$ cat src/rtl/thr_fifo.sv
module thr_fifo #(
  parameter int DATA_W   = 64,
  parameter int DEPTH    = 4,
  parameter int NF_LEVEL = DEPTH,
  parameter int NE_LEVEL = 1
) (
  input  logic              clk,
  input  logic              rst_n,
  input  logic              flush,
  input  logic              push,
  input  logic [DATA_W-1:0] din,
  input  logic              pop,
  output logic [DATA_W-1:0] dout,
  output logic              full,
  output logic              empty,
  output logic              near_full,
  output logic              near_empty
);
  localparam int AW = (DEPTH > 1) ? $clog2(DEPTH) : 1;
  localparam logic [AW:0] DEPTH_L = (AW+1)'(DEPTH);
  localparam logic [AW:0] NF_L    = (AW+1)'(NF_LEVEL);
  localparam logic [AW:0] NE_L    = (AW+1)'(NE_LEVEL);

  logic [DATA_W-1:0] store [DEPTH];
  logic [AW:0] wptr, rptr, level;
  logic take, give;

  assign level      = wptr - rptr;
  assign empty      = (level == '0);
  assign full       = (level == DEPTH_L);
  assign near_full  = (level >= NF_L);
  assign near_empty = (level <= NE_L);
  assign dout       = store[rptr[AW-1:0]];

  assign give = pop && !empty;
  assign take = push && (!full || give);

  always_ff @(posedge clk or negedge rst_n) begin
    if (!rst_n) begin
      wptr <= '0;
      rptr <= '0;
    end else if (flush) begin
      rptr <= wptr;
    end else begin
      if (take) wptr <= wptr + 1'b1;
      if (give) rptr <= rptr + 1'b1;
    end
  end

  always_ff @(posedge clk) begin
    if (!flush && take) store[wptr[AW-1:0]] <= din;
  end

  AST_FLUSH_CLEARS: assert property (@(posedge clk) disable iff (!rst_n)
    flush |=> empty);
  AST_HEAD_HOLDS: assert property (@(posedge clk) disable iff (!rst_n)
    (!empty && !pop && !flush) |=> (!empty && $stable(dout)));
  AST_NO_OVERFLOW: assert property (@(posedge clk) disable iff (!rst_n)
    (full && push && !pop && !flush) |=> (full && $stable(dout)));
  AST_NO_UNDERFLOW: assert property (@(posedge clk) disable iff (!rst_n)
    (empty && pop && !push && !flush) |=> empty);
  AST_PUSH_FILLS: assert property (@(posedge clk) disable iff (!rst_n)
    (push && !flush) |=> !empty);
  AST_FULL_KEEPS: assert property (@(posedge clk) disable iff (!rst_n)
    (full && push && pop && !flush) |=> full);
endmodule

$ cat config.mk
export PLATFORM = sky130hd
export DESIGN_NAME = thr_fifo
export DESIGN_NICKNAME = d
export VERILOG_FILES = /design/src/rtl/thr_fifo.sv
export SDC_FILE = /design/constraint.sdc
export NUM_CORES = 1
export LEC_CHECK = 0
export ABC_AREA = 0
export CORE_MARGIN = 2
export CORE_UTILIZATION = 51
export DETAILED_ROUTE_END_ITERATION = 8
export PLACE_DENSITY = 0.86
export SLEW_MARGIN = 10
export SYNTH_ARGS = -nofsm -noshare
export SYNTH_HDL_FRONTEND = slang
export SYNTH_SLANG_ARGS = --single-unit
$ cat constraint.sdc
create_clock -name clk -period 5.8 [get_ports clk]
set_clock_uncertainty 0.05 [all_clocks]
set_input_delay 1.74 -clock clk [delete_from_list [all_inputs] [get_ports clk]]
set_output_delay 1.74 -clock clk [all_outputs]
set_load 0.005 [all_outputs]
==> reports/summary.md <==
Power and ir drop
- 0.272 — share of power burned in the clock network
- 0.3923 mV — highest ir drop seen on vdd
- 0.001513 W — switching power summed over all nets
- 0.004334 W — cell-internal power
- 0.2587 — switch share
- 479.6 nW/um^2 — power density over the cells
- 0.296 — combinational share of power
- 3.925 nW — leakage power figure
- 0.432 — Flop pwr share

Worst hold path
- reg -> reg — hold crit path type
- 2 — Min-Delay Path Depth
- rptr[0]$_DFFE_PN0P_ — capture endpoint of the worst hold path
- wptr[0]$_DFFE_PN0P_ — worst hold start

Critical path
- sky130_fd_sc_hd__dfrtp_4 — critical-path cell with the highest stage delay
- rptr[0]$_DFFE_PN0P_ — beginning of the worst register-to-register path
- output pin — Worst Setup End Kind
- 3.17 ns — arrival time of data at the critical path endpoint
- 37 — worst-path maximum fanout
- ha_1 > fa_1 > xor3_2 > nor2_1 > clkdlybuf4s50_1 — sequence of cells on the critical path
- store[1][57]$_DFFE_PP_ — Reg2Reg Capture Point
- reg -> out — Worst Path Class, Setup
- flop — startpoint types
- 4.01 ns — worst path required time
- flip-flops — Crit path max-delay family
- 2.08 ns — reg-to-reg setup timing slack
- 5 — worst r2r path cells
- 1 — Bufs and invs on worst path
- 0.73 ns — delay contributed by the slowest stage of the critical path

Cells and area
- 616 — Final nets
- 0 — ant diodes
- 7845 sq um — sequential cell area
- 25.07% — Syn-to-layout area delta
- 12190 sq um — total non-filler cell area in the finished layout
- 1828 sq um — combined area of the multi-input logic cells
- 1199 — Fill cells
- 0.2054 — share of layout cells above drive strength 1

STA
- false — setup repair after global routing missed its margin
- 0 — number of hold violations in the final report
- 0.8553 — portion of the clock cycle consumed by the worst path in the final layout
- 0 ns — Setup TNS Final
- 0.9954 ns — measured slew at the worst slew-check pin
- 4.961 ns — post-layout minimum cycle time
- 0 — final count of pins violating max slew
- 0 — count of endpoints failing setup in the final report
- 0.2016 GHz — achievable clock frequency
- 0.3364 — Worst slew margin

Floorplanning
- 142.3 microns — overall die height
- 137 — number of placed I/O pins
- 18710 sq um — placeable core area
- 142.3 microns — Horiz. Die Dim
- 50 — num rows
- 0.5211 — initial core utilization
- 20240 sq um — die area

Detailed routing
- 4 — first-pass detailed-route iteration total
- 0 — residual antenna-violating net count after detailed routing
- 0 — detailed-route DRC error count
- 22.04 microns — DR WL/cell
- 237 — number of DRC markers in iteration 0
- 17.50 mm — final wirelength
- 5.641 — vias per cell
- 4479 — number of vias after detailed routing

Global routing
- 0 — antenna violations before repair
- 0.1772 — aggregate global-route resource usage
- 4797 — via count of the first global-routing pass
- 0 — remaining global-route overflow
- 27.08 mm — global-route wire length before repair
- 65 — pin count of the biggest net entering global routing

Run
- 0 — number of maximum-capacitance constraint violations

Logic synthesis
- 464 — post-synthesis net count
- 388 — Post-Synthesis Cells
- 256 — Post-synth EDFFs
- 262 — number of flip-flops and latches in the synthesized netlist
- sky130_fd_sc_hd__edfxtp_1 — library cell with the largest summed area after synthesis
- 32 — synth unique cells
- 0 — YS warnings
- 0.02290 — async set or reset register ratio after synthesis
- 0.8040 — register area share after synthesis
- sky130_fd_sc_hd__edfxtp_1 — Most used DFF post-synth
- 25.12 sq um — Mean Syn Cell Area
- sky130_fd_sc_hd__edfxtp_1 79%, sky130_fd_sc_hd__mux4_2 15%, sky130_fd_sc_hd__dfrtp_1 1.5%, sky130_fd_sc_hd__ha_1 0.77%, sky130_fd_sc_hd__buf_2 0.31% — cell types with the largest area share after synthesis
- 9748 sq um — area of the mapped netlist
- 0.7886 — portion of synthesized cell area occupied by the leading cell type

Clock network
- 262 — CTS sink count
- 0 — number of gates resized after cts
- 0 — number of hold buffers added after CTS
- 0.06 ns — clock-pin slew of the registers on the worst-case setup and hold paths
- 1 — H-Tree Level Count
- 0.51 ns — clk_lat worst skew
- yes — clock tree from TritonCTS
- sky130_fd_sc_hd__clkbuf_16 — root buffer cell
- 0 — # Post-CTS Setup Buffers
- 26 — total CTS buffers
- 3 — clock tree buffer depth

Run status
- finished, final reports clean — result of the run

Place
- 10.21 mm — Detail Placement HPWL
- 0.7427 — routability congestion estimate
- 136 — number of port buffers
- 11380 sq um — placement-stage cell area

[power groups by stage]
stage / Combinational, W / Clock, W / Sequential [W]
final: 0.00173 / 0.00159 / 0.00252
after global routing: 0.00186 / 0.00169 / 0.00256
after CTS: 0.00176 / 0.00163 / 0.00254
after detailed placement: 0.00175 / 0 / 0.00257
after global placement: 0.00172 / 0 / 0.00255
after floorplan: 0.00100 / 0 / 0.00243
[registers in the layout (all words and copies together), names as in the netlist]
signal / cells
store: 256
rptr: 3
wptr: 3
[cell type report]
cell class / instances / area share
Sequential cell: 262 / 0.6435
Multi-Input combinational cell: 106 / 0.1499
Timing Repair Buffer: 141 / 0.1147
Clock buffer: 32 / 0.05696
Inverter: 3 / 0.0009236
Clock inverter: 16 / 0.009955
Tap cell: 234 / 0.02401
[cells in the final DEF (no fill, tap or decap), types with 4 or more instances in the layout]
master,count
sky130_fd_sc_hd__ha_1,6
sky130_fd_sc_hd__clkinv_1,9
sky130_fd_sc_hd__clkbuf_1,5
sky130_fd_sc_hd__edfxtp_1,256
sky130_fd_sc_hd__clkinv_2,4
sky130_fd_sc_hd__clkbuf_16,27
sky130_fd_sc_hd__buf_4,5
sky130_fd_sc_hd__clkdlybuf4s50_1,136
sky130_fd_sc_hd__dfrtp_1,4
sky130_fd_sc_hd__mux4_2,64
sky130_fd_sc_hd__nor3b_1,4
[how the worst max path moves through the flow]
stage | from | endpoint | slack (ns) | cells past startpoint
after floorplan | flush | store[3][0]$_DFFE_PP_ | 0.09 | 4
after global placement | rptr[0]$_DFFE_PN0P_ | empty | 1.42 | 5
after detailed placement | rptr[0]$_DFFE_PN0P_ | empty | 1.35 | 5
after CTS | rptr[0]$_DFFE_PN0P_ | empty | 0.79 | 5
after global routing | rptr[0]$_DFFE_PN0P_ | empty | 0.69 | 5
final | rptr[0]$_DFFE_PN0P_ | empty | 0.84 | 5
[cell families after synthesis]
kind of cell | Yosys count | share of synthesized area
AO/OA/AOI/OAI | 9 | 0.006932
XOR/XNOR | 3 | 0.004364
adder cells (fa/ha/maj) | 7 | 0.009755
buffers and inverters | 20 | 0.01040
flip-flops | 262 | 0.8040
multiplexers | 67 | 0.1512
AND/OR/NAND/NOR | 20 | 0.01335
[worst min-delay path, stage by stage, from the launching register on]
cell	delay [ns]
sky130_fd_sc_hd__dfrtp_1	0.40
sky130_fd_sc_hd__a21oi_1	0.09
sky130_fd_sc_hd__nand3_1	0.08
[routing by layer]
layer  part of all wire  global-route usage
met2               0.52              0.3023
met1               0.39              0.2361
met5                  0                   0
met4              0.014             0.03947
met3              0.068             0.04206
[Yosys cell counts (all sizes together) (2+ instances only)]
cell	instances
nor2	3
a21oi	4
nand3	3
buf	13
and2	3
edfxtp	256
mux2	2
inv	3
ha	6
clkbuf	4
nor3b	4
or4b	2
dfrtp	6
mux4	64
[per-stage QoR]
step	instances	hold slack, ns	util	total power, W	worst slack (ns)
floorplan	388	0.4775	-	0.003433	0.09318
CTS	794	0.5477	0.6518	0.005925	0.7918
detailed placement	746	0.5324	0.6082	0.004321	1.348
global placement	746	0.5215	0.6082	0.004267	1.425
global route	794	0.5826	0.6518	0.006109	0.6939
finish	794	0.5522	0.6518	0.005847	0.8395
Power figures use the tool's default switching activity.
